`src/rtl/adc_rd_pkg.sv`:
```
// Package: shared constants, state encoding and helpers for the serial ADC reader.
package adc_rd_pkg;

    localparam int FRAME_BITS = 16;
    localparam int DATA_BITS  = 12;
    localparam int LZ_BITS    = FRAME_BITS - DATA_BITS;
    localparam int IDX_W      = $clog2(FRAME_BITS);

    typedef enum logic [2:0] {
        ST_IDLE,
        ST_PEND,
        ST_LEAD,
        ST_HIGH,
        ST_LOW,
        ST_DONE
    } rd_state_t;

    // Integer division rounded up.
    function automatic int ceil_div(input int num, input int den);
        return (num + den - 1) / den;
    endfunction

endpackage

```
`src/rtl/adc_rd_sync.sv`:
```
// Module: adc_rd_sync
// Brings the asynchronous busy line into the clock domain and flags its
// high-to-low transitions. Assumes busy pulses are longer than STAGES+1
// cycles. The chain resets high (busy) so that no false edge appears after reset.
module adc_rd_sync #(
    parameter int STAGES = 2
) (
    input  logic clk,
    input  logic rst_n,
    input  logic busy_async,
    output logic busy_sync,
    output logic busy_fall
);

    logic [STAGES-1:0] chain;
    logic              prev;

    // Synchronizer stages, first stage samples the raw line.
    generate
        for (genvar g = 0; g < STAGES; g++) begin : g_stage
            if (g == 0) begin : g_first
                always_ff @(posedge clk) begin
                    if (!rst_n) chain[0] <= 1'b1;
                    else        chain[0] <= busy_async;
                end
            end else begin : g_next
                always_ff @(posedge clk) begin
                    if (!rst_n) chain[g] <= 1'b1;
                    else        chain[g] <= chain[g-1];
                end
            end
        end
    endgenerate

    // Delayed copy used for the edge detect.
    always_ff @(posedge clk) begin
        if (!rst_n) prev <= 1'b1;
        else        prev <= chain[STAGES-1];
    end

    assign busy_sync = chain[STAGES-1];
    assign busy_fall = prev & ~chain[STAGES-1];

endmodule

```
`src/rtl/adc_rd_seq.sv`:
```
// Module: adc_rd_seq
// Frame sequencer. Holds a request until busy allows it, raises select,
// then makes sixteen serial clock pulses of HALF cycles per phase. It marks
// each falling edge for the shifter and drops select one cycle after the
// final bit. Assumes busy_mode stays stable while a request is pending.
module adc_rd_seq
    import adc_rd_pkg::*;
#(
    parameter int HALF = 4
) (
    input  logic clk,
    input  logic rst_n,
    input  logic start_req,
    input  logic busy_mode,
    input  logic busy_sync,
    input  logic busy_fall,
    output logic sclk_raw,
    output logic sel,
    output logic fall_evt,
    output logic last_evt
);

    localparam int CW = (HALF > 1) ? $clog2(HALF) : 1;
    localparam logic [CW-1:0]    CNT_END = CW'(HALF - 1);
    localparam logic [IDX_W-1:0] IDX_END = IDX_W'(FRAME_BITS - 1);

    rd_state_t        state;
    logic [CW-1:0]    cnt;
    logic [IDX_W-1:0] bit_idx;
    logic             phase_end;
    logic             go;

    // Phase boundary and start condition.
    always_comb begin
        phase_end = (cnt == CNT_END);
        go        = busy_mode ? busy_fall : ~busy_sync;
    end

    assign fall_evt = (state == ST_HIGH) && phase_end;
    assign last_evt = fall_evt && (bit_idx == IDX_END);

    // Main state machine with the phase counter, bit index, clock and select.
    always_ff @(posedge clk) begin
        if (!rst_n) begin
            state    <= ST_IDLE;
            cnt      <= '0;
            bit_idx  <= '0;
            sclk_raw <= 1'b0;
            sel      <= 1'b0;
        end else begin
            case (state)
                ST_IDLE: begin
                    if (start_req) state <= ST_PEND;
                end
                ST_PEND: begin
                    if (go) begin
                        state   <= ST_LEAD;
                        sel     <= 1'b1;
                        cnt     <= '0;
                        bit_idx <= '0;
                    end
                end
                ST_LEAD: begin
                    if (phase_end) begin
                        state    <= ST_HIGH;
                        sclk_raw <= 1'b1;
                        cnt      <= '0;
                    end else begin
                        cnt <= cnt + 1'b1;
                    end
                end
                ST_HIGH: begin
                    if (phase_end) begin
                        sclk_raw <= 1'b0;
                        cnt      <= '0;
                        bit_idx  <= bit_idx + 1'b1;
                        state    <= (bit_idx == IDX_END) ? ST_DONE : ST_LOW;
                    end else begin
                        cnt <= cnt + 1'b1;
                    end
                end
                ST_LOW: begin
                    if (phase_end) begin
                        state    <= ST_HIGH;
                        sclk_raw <= 1'b1;
                        cnt      <= '0;
                    end else begin
                        cnt <= cnt + 1'b1;
                    end
                end
                ST_DONE: begin
                    state   <= ST_IDLE;
                    sel     <= 1'b0;
                    bit_idx <= '0;
                end
                default: begin
                    state    <= ST_IDLE;
                    sel      <= 1'b0;
                    sclk_raw <= 1'b0;
                end
            endcase
        end
    end

endmodule

```
`src/rtl/adc_rd_shift.sv`:
```
// Module: adc_rd_shift
// Captures serial bits on the marked falling edges, MSB first. After the
// last bit it extracts the code, checks the leading-zero positions and
// strobes the result. Assumes tolerant is stable during the final bit.
module adc_rd_shift
    import adc_rd_pkg::*;
(
    input  logic                 clk,
    input  logic                 rst_n,
    input  logic                 fall_evt,
    input  logic                 last_evt,
    input  logic                 sdata,
    input  logic                 tolerant,
    output logic [DATA_BITS-1:0] data,
    output logic                 valid,
    output logic                 lz_err
);

    logic [FRAME_BITS-2:0]  shreg;
    logic [FRAME_BITS-1:0]  frame;
    logic [DATA_BITS-1:0]   code;
    logic                   bad_lead;

    // Whole frame as seen on the final falling edge, including the current bit.
    always_comb begin
        frame = {shreg, sdata};
        if (tolerant) begin
            code     = frame[DATA_BITS:1];
            bad_lead = |frame[FRAME_BITS-1:DATA_BITS+1];
        end else begin
            code     = frame[DATA_BITS-1:0];
            bad_lead = |frame[FRAME_BITS-1:DATA_BITS];
        end
    end

    // Shift register fed on every falling edge.
    always_ff @(posedge clk) begin
        if (!rst_n)        shreg <= '0;
        else if (fall_evt) shreg <= {shreg[FRAME_BITS-3:0], sdata};
    end

    // Result register and strobe, updated once per frame.
    always_ff @(posedge clk) begin
        if (!rst_n) begin
            data   <= '0;
            lz_err <= 1'b0;
            valid  <= 1'b0;
        end else begin
            valid <= last_evt;
            if (last_evt) begin
                data   <= code;
                lz_err <= bad_lead;
            end
        end
    end

endmodule

```
`src/rtl/adc_serial_reader.sv`:
```
// Module: adc_serial_reader (top)
// Serial ADC read controller: busy synchronizer, frame sequencer and
// capture shifter. The serial clock reaching the converter is the raw
// clock ANDed with select. The half period is clamped so that the serial
// clock never exceeds MAX_SCLK_HZ at SYS_CLK_HZ.
module adc_serial_reader
    import adc_rd_pkg::*;
#(
    parameter int SYS_CLK_HZ  = 100_000_000,
    parameter int MAX_SCLK_HZ = 15_000_000,
    parameter int HALF_CYCLES = 4,
    parameter int SYNC_STAGES = 2
) (
    input  logic                 clk,
    input  logic                 rst_n,
    input  logic                 start_req,
    input  logic                 busy_mode,
    input  logic                 tolerant,
    input  logic                 busy_in,
    input  logic                 sdata_in,
    output logic                 sclk_out,
    output logic                 sel_out,
    output logic [DATA_BITS-1:0] data_out,
    output logic                 data_valid,
    output logic                 lz_err
);

    localparam int MIN_HALF = ceil_div(SYS_CLK_HZ, 2 * MAX_SCLK_HZ);
    localparam int H_EFF    = (HALF_CYCLES > MIN_HALF) ? HALF_CYCLES : MIN_HALF;

    logic busy_sync;
    logic busy_fall;
    logic sclk_raw;
    logic sel;
    logic fall_evt;
    logic last_evt;

    adc_rd_sync #(.STAGES(SYNC_STAGES)) u_sync (
        .clk        (clk),
        .rst_n      (rst_n),
        .busy_async (busy_in),
        .busy_sync  (busy_sync),
        .busy_fall  (busy_fall)
    );

    adc_rd_seq #(.HALF(H_EFF)) u_seq (
        .clk       (clk),
        .rst_n     (rst_n),
        .start_req (start_req),
        .busy_mode (busy_mode),
        .busy_sync (busy_sync),
        .busy_fall (busy_fall),
        .sclk_raw  (sclk_raw),
        .sel       (sel),
        .fall_evt  (fall_evt),
        .last_evt  (last_evt)
    );

    adc_rd_shift u_shift (
        .clk      (clk),
        .rst_n    (rst_n),
        .fall_evt (fall_evt),
        .last_evt (last_evt),
        .sdata    (sdata_in),
        .tolerant (tolerant),
        .data     (data_out),
        .valid    (data_valid),
        .lz_err   (lz_err)
    );

    // Clock gating by select, as seen at the converter pin.
    assign sclk_out = sclk_raw & sel;
    assign sel_out  = sel;

endmodule

```
`config.mk`:
```
export PLATFORM = sky130hd
export DESIGN_NAME = adc_serial_reader
export DESIGN_NICKNAME = d
export VERILOG_FILES = /design/src/rtl/adc_rd_pkg.sv /design/src/rtl/adc_rd_sync.sv /design/src/rtl/adc_rd_seq.sv /design/src/rtl/adc_rd_shift.sv /design/src/rtl/adc_serial_reader.sv
export SDC_FILE = /design/constraint.sdc
export NUM_CORES = 1
export LEC_CHECK = 0
export ABC_AREA = 1
export BUFFER_PORTS_ARGS = -buffer_cell sky130_fd_sc_hd__clkbuf_2
export CORE_MARGIN = 2
export CORE_UTILIZATION = 55
export DETAILED_ROUTE_END_ITERATION = 16
export PLACE_DENSITY = 0.76
export SLEW_MARGIN = 25
export SYNTH_ARGS = -nofsm -noshare
export SYNTH_HDL_FRONTEND = slang
export SYNTH_SLANG_ARGS = --single-unit
```
`constraint.sdc`:
```
create_clock -name clk -period 1.5 [get_ports clk]
set_input_delay 0.45 -clock clk [delete_from_list [all_inputs] [get_ports clk]]
set_output_delay 0.45 -clock clk [all_outputs]
set_load 0.1 [all_outputs]
```
==> qor.yml, run 1 <==
synthesis:
  syn_nets: 274
  synthMuxAreaShare: 0.005291
  yosys_register_bits: 43
  synthDistinctLibCells: 23
  synth-seq-area-share: 0.4550
  synthAdderAreaFrac: 0.01323
  synth_top_family_by_area: "simple AND/OR/NAND/NOR gates"
  synth_xor_area_frac: 0.004630
  avgSynthCellArea_sq_um: 7.139
  ys.flop_type: "dfxtp_1"
  synth-async-reset-ratio: 0
  synth-simple-area-share: 0.2540
  synth_edf_count: 0
  netlist_area_sq_um: 1892
  synth_warnings: 0
  synth_compound_area_frac: 0.1680
  syn_inst: 265
global_route:
  grt_pass1_wl_mm: 6.727
  met2_usage: 0.3669
  grt-busiest-layer: "met2"
  antenna_found_initial: 0
  grt_pass1_vias: 1557
  grt_usage: 0.2125
  gr-usage-met1: 0.2534
  grt_overflow_total: 0
  grt_max_degree: 28
  grt_util_met3: 0.06306
placed_design:
  place_inst: 328
  io_buffer_count: 22
  place.detailed.hpwl_mm: 2.771
  place.gp.congestion: 0.8437
  placedInstanceArea_sq_um: 2295
drt:
  dr.pass1.iters: 4
  drcViolationCount: 0
  vias_per_cell: 5.030
  drtIter0Drc: 151
  ant_nets: 0
  vias: 1695
  postRouteWirelength_mm: 3.784
  wl_per_cell_microns: 11.23
min_path:
  hold_depth: 2
  hp-class: "in2reg"
setup_path:
  cp-end-kind: "output pin"
  critical_path_arrival_ns: 1.04
  worstPathRequired_ns: 1.05
  cp-start-kind: "flop"
  rr_worst_depth: 6
  crit_fanout: 2
  path_class: "reg2out"
finish:
  drive_gt1_frac: 0.1959
  final_util: 0.7218
  areaGrowthSynthToFinish_pct: 26.32
  antennaDiodeCount: 0
  final_cell_area_sq_um: 2390
  nets: 299
  fin_cells: 337
run_status:
  status: "complete, no violations"
clock_tree:
  clock-root-buffer: "clkbuf_4"
  cts_tree: "yes"
  clock_sinks: 43
  htreeDepth: 2
  clock_path_buffers: 2
  clk_pin_slew_ns: 0.12
  clk_latency_ns: 0.34
  cts_buffers: 5
sta:
  relSlewSlack: 0.7410
  grt_setup_unrepaired: "true"
  hold_violations: 0
  fin_hold_ws_ns: 0.2874
  setup-violations-final: 0
  min_period_ns: 1.487
  fin_skew_ns: 0.008178
  layout_worst_path_cycle_share: 0.9911
  max_freq_mhz: 672.6
  slew_violations: 0
  tightest_slew_ns: 0.3885
power:
  irDropWorstVdd_mv: 0.6943
  finalPower_mw: 2.785
  power_density_nw_per_um2: 1165
  power_leakage_nw: 0.9842
floorplanning:
  dieArea_sq_um: 3925
  initial_utilization: 0.5714
  die_h_microns: 62.65
  pin_count: 23
  die_w_microns: 62.65
  rows: 21
  coreArea_sq_um: 3311
flow_run:
  max_cap_viol_count: 0
Yosys cell counts (all sizes together) (2+ instances only):
library cell	number	area (sq um)
nor3	2	10.01
buf	8	50.04
clkbuf	4	15.01
or2	2	12.51
nand2	53	214.0
a21oi	22	110.1
nand3	13	70.07
o21ai	40	200.2
inv	33	123.9
nand4	3	18.77
dfxtp	43	860.8
nor2	37	155.2
ha	2	25.02
final timing paths:
kind                    from               end  slack (ns)
min                  busy_in   u_sync.chain[0]        0.29
max reg2reg   u_seq.state[1]   u_shift.data[2]        0.11
max                u_seq.sel          sclk_out        0.01
min reg2reg  u_sync.chain[0]  u_sync.busy_sync        0.42
area by class of cell:
type	instances	area, sq um
sequential	43	872.1
timing repair buffer	30	410.4
tap	46	57.56
fill	276	920.9
multi-input combinational	177	869.6
inverter	33	130.1
clock inverter	1	5.005
clock buffer	7	45.04
placed cells by master (no fill, tap or decap):
cell / netlist / final
buf_12: 0 / 16
inv_1: 31 / 30
ha_4: 0 / 1
nand2_4: 0 / 2
clkbuf_1: 4 / 2
dfxtp_4: 0 / 2
clkinv_2: 0 / 1
nand3_1: 12 / 12
inv_4: 0 / 1
or2_2: 2 / 2
mux2i_1: 1 / 1
nand2_2: 6 / 5
a21oi_1: 22 / 22
dfxtp_1: 43 / 38
clkbuf_4: 0 / 5
buf_4: 2 / 8
o21ai_1: 0 / 7
inv_2: 2 / 1
clkinvlp_4: 0 / 1
nor3_1: 2 / 2
dfxtp_2: 0 / 3
nand4_1: 3 / 3
nand3_2: 1 / 1
nand2_1: 47 / 46
nor2_2: 0 / 1
ha_1: 2 / 1
o211ai_1: 1 / 1
o21ai_0: 40 / 33
xor2_1: 1 / 1
nor2_8: 1 / 1
clkbuf_2: 0 / 6
nor2_1: 36 / 35
state kept, by name, indices dropped and copies added (netlist names):
register,count
u_shift.valid,1
u_shift.lz_err,1
u_sync.chain,1
u_shift.shreg,15
u_seq.sclk_raw,1
u_sync.prev,1
u_seq.cnt,2
u_sync.busy_sync,1
u_seq.bit_idx,4
u_seq.sel,1
u_seq.state,3
u_shift.data,12
stage by stage:
stage	setup WS (ns)	TNS, ns
2_1_floorplan	0.03724	0
3_3_place_gp	0.07014	0
3_5_place_dp	0.03938	0
4_1_cts	0.01290	0
5_1_grt	-0.04570	-0.07637
6_report	0.01330	0
cells by family (layout without fill, tap and decap cells):
logic type / after synthesis / in the layout
compound gates: 63 / 63
simple gates: 110 / 110
xor+xnor: 1 / 1
mux: 1 / 1
fa+ha+maj: 2 / 2
buf+inv: 45 / 71
flops: 43 / 43
power by group:
| part | switching [mW] | internal, mW | leakage (nW) |
|---|---|---|---|
| sequential | 0.133 | 1.27 | 0.351 |
| combinational | 0.547 | 0.311 | 0.604 |
| clock | 0.343 | 0.183 | 0.0293 |
| total | 1.02 | 1.76 | 0.984 |
critical path: stages (launching register included):
cell        delay, ns
dfxtp_4          0.37
nand2_4          0.06
clkinvlp_4       0.09
buf_12           0.17
timing repair:
| item | 4_1_cts | 5_1_grt |
|---|---|---|
| gates resized for setup | 1 | 18 |
| endpoints found under the setup margin | 1 | 32 |
| setup buffers | 1 | 0 |
| hold buffers | 0 | 0 |
| pin swaps | 0 | 1 |
| hold endpoints to repair | 0 | 0 |
metal layers:
layer  up-vias  part of all wire
met4         0            0.0045
met1       767              0.46
met2        22              0.51
li1        904                 -
met3         2             0.022
met5         -                 0
(Power assumes the default switching activity.)
==> inputs of run 2 (changes only) <==
--- a/config.mk
+++ b/config.mk
@@ -10,7 +10,9 @@
 export CORE_MARGIN = 2
 export CORE_UTILIZATION = 55
 export DETAILED_ROUTE_END_ITERATION = 16
+export GPL_TIMING_DRIVEN = 0
 export PLACE_DENSITY = 0.76
+export SETUP_SLACK_MARGIN = 0.02
 export SLEW_MARGIN = 25
 export SYNTH_ARGS = -nofsm -noshare
 export SYNTH_HDL_FRONTEND = slang
==> constraint.sdc (replaced) <==
create_clock -name clk -period 1.5 [get_ports clk]
set_input_delay 0.075 -clock clk [delete_from_list [all_inputs] [get_ports clk]]
set_output_delay 0.075 -clock clk [all_outputs]
set_load 0.1 [all_outputs]
==> run 2 against run 1 <==
  * Fmax grew 6.4%
  * Setup slack better by 0.090 ns
  * Clock-buffer cell count stayed put
  * First-iteration DRC count down 28%
  * Clock skew grew 0.0071 ns
  * Sequential cell count unchanged
  * Via count up 2.4%
  * Sequential power shrank 4%
  * Final cell count increased by 2.4%
  * Critical endpoint is now u_shift.data[5]
==> qor.yml, run 2 (same netlist as run 1, synthesis figures left out) <==
setup_path:
  crit_fanout: 6  # +4
  critPathTopFamily: "simple AND/OR/NAND/NOR gates"
  worstPathRequired_ns: 1.79  # +0.74 ns
  rr_worst_depth: 8  # +2
  critical_path_arrival_ns: 1.69  # +0.65 ns
  cp-start-kind: "flop"
  r2r_slack_ns: 0.10  # about the same
  worst-path-stages: 8  # +5
  path_class: "reg2reg"
  slowest_stage: "dfxtp_2"
  cpPeakStageDelay_ns: 0.36  # about the same
  crit_chain: "ha_1 -> nand2_1 -> nor2_4 -> nand3_4 -> inv_4 -> clkbuf_4 -> nor2_1 -> nor2_1"
  crit_top_cell: "nor2_1"
  r2r-end: "u_shift.data[5]"
  r2r_start: "u_seq.bit_idx[0]"
  crit_buf_inv: 2  # unchanged
  cp-end-kind: "flop"
sta:
  max_freq_mhz: 716.0  # +6.4%
  min_period_ns: 1.397  # -0.09002 ns
  relSlewSlack: 0.6303  # -0.1106
  setup-violations-final: 0  # unchanged
  grt_setup_unrepaired: "false"
  fin_skew_ns: 0.01531  # +0.007132 ns
  fin_hold_ws_ns: 0.03217  # -0.2552 ns
  hold_violations: 0  # unchanged
  slew_violations: 0  # unchanged
  tightest_slew_ns: 0.5568  # +0.1683 ns
  layout_worst_path_cycle_share: 0.9311  # -0.06001
finish:
  final_common_cell: "nand2_1"
  register_area_sq_um: 868.3  # -0.43%
  antennaDiodeCount: 0  # unchanged
  most-common-layout-cells: "nand2_1 (46), o21ai_0 (38), dfxtp_1 (37)"
  multi_input_area_sq_um: 867.1  # -0.29%
  largest_reg_flops: 15  # unchanged
  regMostFlops: "u_shift.shreg"
  areaGrowthSynthToFinish_pct: 15.67
  drive_gt1_frac: 0.1940  # -0.001896
  n_fill_cell: 312  # +13%
  final_util: 0.6610  # -0.06085
  top_regs: "u_shift.shreg x15, u_shift.data x12, u_seq.bit_idx x4"
  fin_cells: 345  # +2.4%
  nets: 307  # +2.7%
min_path:
  holdPathEnd: "u_shift.shreg[0]"
  hp-start: "sdata_in"
  hold_depth: 3  # +1
  hp-class: "in2reg"
power:
  power_leakage_nw: 0.9306  # -5.4%
  power_switching_share: 0.3664  # -0.0008312
  irDropWorstVdd_mv: 0.5091  # -27%
  p_sw_mw: 1.014  # -0.85%
  p_comb_frac: 0.319  # +0.011
  power_density_nw_per_um2: 1265  # +8.5%
  clkPwrFrac: 0.193  # +0.004
  p_int_mw: 1.753  # -0.49%
  seqPwrFrac: 0.488  # -0.015
global_route:
  grt_overflow_total: 0  # unchanged
  antenna_found_initial: 0  # unchanged
  grt_pass1_vias: 1511  # -3.0%
  grt_pass1_wl_mm: 6.486  # -3.6%
  grt_max_degree: 13  # -54%
  grt_usage: 0.2093  # -0.003211
placed_design:
  place.gp.congestion: 0.7820  # -7.3%
  io_buffer_count: 22  # unchanged
  place_inst: 333  # +1.5%
  place.detailed.hpwl_mm: 2.763  # -0.29%
floorplanning:
  rows: 21  # unchanged
  coreArea_sq_um: 3311  # unchanged
  initial_utilization: 0.5714  # unchanged
  dieArea_sq_um: 3925  # unchanged
  pin_count: 23  # unchanged
  die_h_microns: 62.65  # unchanged
  die_w_microns: 62.65  # unchanged
drt:
  wl_met1_mm: 1.820  # +4.7%
  vias: 1735  # +2.4%
  drcViolationCount: 0  # unchanged
  dr.pass1.iters: 4  # unchanged
  vias_per_cell: 5.029  # about the same
  routed-wl-met3_microns: 182  # +110%
  ant_nets: 0  # unchanged
  postRouteWirelength_mm: 3.881  # +2.6%
  wl_met2_mm: 1.766  # -9.0%
  wl_per_cell_microns: 11.25  # +0.19%
  top_layer_used: "met4"
  drtIter0Drc: 109  # -28%
clock_tree:
  clk_pin_slew_ns: 0.11  # about the same
  cts_buffers: 5  # unchanged
  clock-root-buffer: "clkbuf_4"
  clock_sinks: 43  # unchanged
  clock_path_buffers: 2  # unchanged
  htreeDepth: 2  # unchanged
  clk_latency_ns: 0.36  # +0.02 ns
  cts_tree: "yes"
run_status:
  status: "complete, no violations"
flow_run:
  max_cap_viol_count: 0  # unchanged
[run 2: changes by cell type in the layout (fill, tap and decap cells not counted), moves of 2 or more]
cell / change
buf_4: -4
dfxtp_2: +3
dlygate4sd3_1: +2
dfxtp_4: -2
o21ai_1: -5
buf_12: -16
clkbuf_1: +4
o21ai_0: +5
buf_6: +2
clkbuf_2: +16
buf_2: +2
[run 2: repair_timing]
| item | CTS | global route |
|---|---|---|
| cloned | 0 | 1 |
| hold buffers | 2 | 0 |
| endpoints found under the setup margin | 5 | 19 |
| hold endpoints to repair | 2 | 0 |
| pin swaps | 0 | 3 |
| buffers inserted | 0 | 1 |
| resized for setup | 2 | 18 |
[run 2: layout make-up]
class,instances,share of cell area
buffer,12,0.03373
clock buffer,7,0.02058
clock inverter,1,0.002287
inverter,33,0.05775
multi-input combinational,177,0.3962
sequential,43,0.3968
tap,46,0.02630
timing repair buffer,26,0.06632
[run 2: through the flow]
| stage | worst slack, ns | instance area (sq um) | total power, mW | TNS, ns |
|---|---|---|---|---|
| floorplan | 0.07520 | 1893 | 2.044 | 0 |
| CTS | 0.05877 | 2133 | 2.737 | 0 |
| global placement | -0.03297 | 2061 | 2.182 | -0.03297 |
| detailed placement | -0.03811 | 2061 | 2.201 | -0.03811 |
| finish | 0.1033 | 2188 | 2.767 | 0 |
| global route | 0.01581 | 2188 | 2.977 | 0 |
[run 2: power by group through the flow]
stage | Combinational (mW) | Sequential [mW] | Clock (mW)
after global placement | 0.823 | 1.36 | 0
final | 0.883 | 1.35 | 0.534
after detailed placement | 0.838 | 1.36 | 0
after global routing | 1.01 | 1.37 | 0.602
after floorplan | 0.691 | 1.35 | 0
after CTS | 0.848 | 1.34 | 0.553
[run 2: worst max path at each step]
stage	startpoint	end	slack, ns
3_5_place_dp	u_seq.bit_idx[0]	u_shift.data[4]	-0.04
3_3_place_gp	u_seq.bit_idx[0]	u_shift.data[4]	-0.03
4_1_cts	u_seq.bit_idx[0]	u_shift.data[4]	0.06
2_1_floorplan	u_seq.sel	sclk_out	0.08
6_report	u_seq.bit_idx[0]	u_shift.data[5]	0.10
5_1_grt	u_seq.bit_idx[0]	u_shift.data[7]	0.02
[run 2: routing by layer]
layer / vias to the layer above / GRT usage
li1: 916 / -
met1: 773 / 0.2577
met2: 34 / 0.3401
met3: 12 / 0.05586
met4: 0 / 0.1000
met5: - / 0
[run 2: worst reg2reg max path: stages (launching register included)]
cell      delay (ns)
dfxtp_2         0.36
ha_1            0.16
nand2_1         0.10
nor2_4          0.16
nand3_4         0.13
inv_4           0.11
clkbuf_4        0.18
nor2_1          0.05
nor2_1          0.10
==> inputs of run 3 (changes only) <==
--- a/config.mk
+++ b/config.mk
@@ -11,7 +11,8 @@
 export CORE_UTILIZATION = 55
 export DETAILED_ROUTE_END_ITERATION = 16
 export GPL_TIMING_DRIVEN = 0
-export PLACE_DENSITY = 0.76
+export PLACE_DENSITY = 0.77
+export RECOVER_POWER = 50
 export SETUP_SLACK_MARGIN = 0.02
 export SLEW_MARGIN = 25
 export SYNTH_ARGS = -nofsm -noshare
==> run 3 against run 2 <==
  * Fmax is 2.1% lower
  * Core utilization increased by 0.68 points
  * Setup slack worse by 0.030 ns
  * Die area unchanged
  * Register-to-register slack got worse by 0.03 ns
  * Critical endpoint is now u_seq.bit_idx[1]
  * Critical path type unchanged
  * Cell area rose by 1.0%
  * Worst hold slack worse by 0.014 ns
  * Critical path depth rose by 2
  * Total power grew 0.22%
  * First-iteration DRC count rose by 76%
  * Combinational power up 3.1%
  * Clock skew is 0.00075 ns lower
==> qor.yml, run 3 (same netlist as run 1, synthesis figures left out) <==
global_route:
  grt_pass1_vias: 1602  # +6.0%
  grt_util_met3: 0.05225  # -0.003604
  antenna_found_initial: 0  # unchanged
  grt_overflow_total: 0  # unchanged
  grt_pass1_wl_mm: 6.727  # +3.7%
  grt-busiest-layer: "met2"
  grt_usage: 0.2176  # +0.008281
  gr-usage-met1: 0.2434  # -0.01430
  met2_usage: 0.3871  # +0.04704
  grt_max_degree: 12  # -1
setup_path:
  r2r_start: "u_seq.cnt[0]"
  crit_fanout: 7  # +1
  slowest_stage: "dfxtp_1"
  worstPathRequired_ns: 1.73  # -0.06 ns
  crit_start: "u_seq.cnt[0]"
  cp-end-kind: "flop"
  critPathTopFamily: "simple AND/OR/NAND/NOR gates"
  cp-start-kind: "flop"
  crit_buf_inv: 3  # +1
  path_class: "reg2reg"
  crit_chain: "ha_1 -> buf_4 -> inv_1 -> nand2_2 -> nand2_4 -> inv_2 -> nand2_2 -> nand2_1 -> nand2_1 -> nor2_1"
  critical_path_arrival_ns: 1.66  # -0.03 ns
  cpPeakStageDelay_ns: 0.35  # about the same
run_status:
  status: "complete, no violations"
min_path:
  hp-start: "rst_n"
  hp-class: "in2reg"
clock_tree:
  clock-root-buffer: "clkbuf_4"
  clk_pin_slew_ns: 0.11  # about the same
  clock_sinks: 43  # unchanged
  cts_buffers: 5  # unchanged
  cts_tree: "yes"
  clk_latency_ns: 0.36  # about the same
  clock_path_buffers: 2  # unchanged
  htreeDepth: 2  # unchanged
sta:
  setup-violations-final: 0  # unchanged
  max_freq_mhz: 700.8  # -2.1%
  slew_violations: 0  # unchanged
  relSlewSlack: 0.6289  # -0.001406
  hold_violations: 0  # unchanged
  fin_skew_ns: 0.01456  # -0.0007478 ns
  tightest_slew_ns: 0.5590  # +0.002118 ns
  min_period_ns: 1.427  # +0.03018 ns
  setup_tns_ns: 0  # unchanged
  grt_setup_unrepaired: "true"
  layout_worst_path_cycle_share: 0.9512  # +0.02012
finish:
  nets: 311  # +1.3%
  top_regs: "u_shift.shreg x15, u_shift.data x12, u_seq.bit_idx x4"
  largest_reg_flops: 15  # unchanged
  antennaDiodeCount: 0  # unchanged
  most-common-layout-cells: "nand2_1 (47), dfxtp_1 (39), nor2_1 (34)"
  final_common_cell: "nand2_1"
  drive_gt1_frac: 0.2027  # +0.008678
  areaGrowthSynthToFinish_pct: 16.87
  regMostFlops: "u_shift.shreg"
power:
  seqPwrFrac: 0.485  # -0.003
  power_density_nw_per_um2: 1255  # -0.80%
  power_leakage_nw: 0.9578  # +2.9%
  p_comb_frac: 0.328  # +0.009
  p_sw_mw: 1.033  # +1.9%
  power_switching_share: 0.3725  # +0.006047
  irDropWorstVdd_mv: 0.6528  # +28%
  clkPwrFrac: 0.186  # -0.007
  finalPower_mw: 2.774  # +0.22%
  p_int_mw: 1.740  # -0.74%
flow_run:
  max_cap_viol_count: 0  # unchanged
floorplanning:
  rows: 21  # unchanged
  pin_count: 23  # unchanged
  coreArea_sq_um: 3311  # unchanged
  die_h_microns: 62.65  # unchanged
  dieArea_sq_um: 3925  # unchanged
  die_w_microns: 62.65  # unchanged
  initial_utilization: 0.5714  # unchanged
drt:
  drcViolationCount: 0  # unchanged
  drtIter0Drc: 192  # +76%
  postRouteWirelength_mm: 4.323  # +11%
  dr.pass1.iters: 4  # unchanged
  vias: 1774  # +2.2%
  ant_nets: 0  # unchanged
  vias_per_cell: 5.112  # +1.7%
  wl_per_cell_microns: 12.46  # +11%
placed_design:
  io_buffer_count: 22  # unchanged
  place.gp.congestion: 0.7981  # +2.1%
  place.detailed.hpwl_mm: 2.918  # +5.6%
==> run 3: changes by cell type in the layout (fill, tap and decap cells not counted), sizes merged <==
cell	previous run	this run
clkinv	1	0
buf	9	13
dlygate4sd3	2	1
==> run 3: path summary, 6_finish.rpt <==
path / end / slack [ns] / depth (start not counted)
worst min register to register: u_sync.busy_sync / 0.41 / 1
worst max-delay path: u_seq.bit_idx[1] / 0.07 / 10
worst min-delay path: u_shift.shreg[11] / 0.02 / 3
worst max register to register: u_seq.bit_idx[1] / 0.07 / 10
==> run 3: repair_timing <==
item                                    4_1_cts  5_1_grt
pin swaps                                     0        3
gates resized for setup                       2       27
endpoints found under the setup margin        8       20
hold buffers                                  1        0
gates cloned                                  0        2
hold endpoints to repair                      1        0
buffers inserted                              0        5
==> run 3: power by group through the flow <==
stage	combinational [mW]	sequential [mW]	clock, mW
after floorplan	0.691	1.35	0
after global placement	0.824	1.36	0
after detailed placement	0.845	1.36	0
after CTS	0.852	1.34	0.523
after global routing	1.03	1.36	0.575
final	0.910	1.35	0.517
==> run 3: cell type report <==
type	count	area (sq um)
Fill cell	309	1100
Multi-Input combinational cell	177	875.8
Sequential cell	43	865.8
Timing Repair Buffer	30	170.2
Inverter	33	126.4
Buffer	12	73.82
Tap cell	46	57.56
Clock buffer	6	41.29
==> run 3: per-stage QoR <==
stage	cells	worst slack [ns]	utilization	instance area [sq um]	hold slack [ns]
3_5_place_dp	333	-0.03107	0.6224	2061	0.2665
4_1_cts	340	0.04033	0.6387	2115	0.004099
2_1_floorplan	265	0.07520	-	1893	0.1815
5_1_grt	347	-0.03673	0.6678	2211	0.004362
3_3_place_gp	333	-0.03695	0.6224	2061	0.2647
6_report	347	0.07314	0.6678	2211	0.01799
==> run 3: layer usage <==
metal / part of all wire / vias up
li1: - / 923
met1: 0.41 / 799
met2: 0.51 / 42
met3: 0.054 / 10
met4: 0.017 / 0
met5: 0 / -
==> run 3: worst reg2reg max path, stage by stage (launching register included) <==
cell	delay, ns
dfxtp_1	0.35
ha_1	0.19
buf_4	0.17
inv_1	0.10
nand2_2	0.10
nand2_4	0.10
inv_2	0.05
nand2_2	0.09
nand2_1	0.06
nand2_1	0.06
nor2_1	0.03
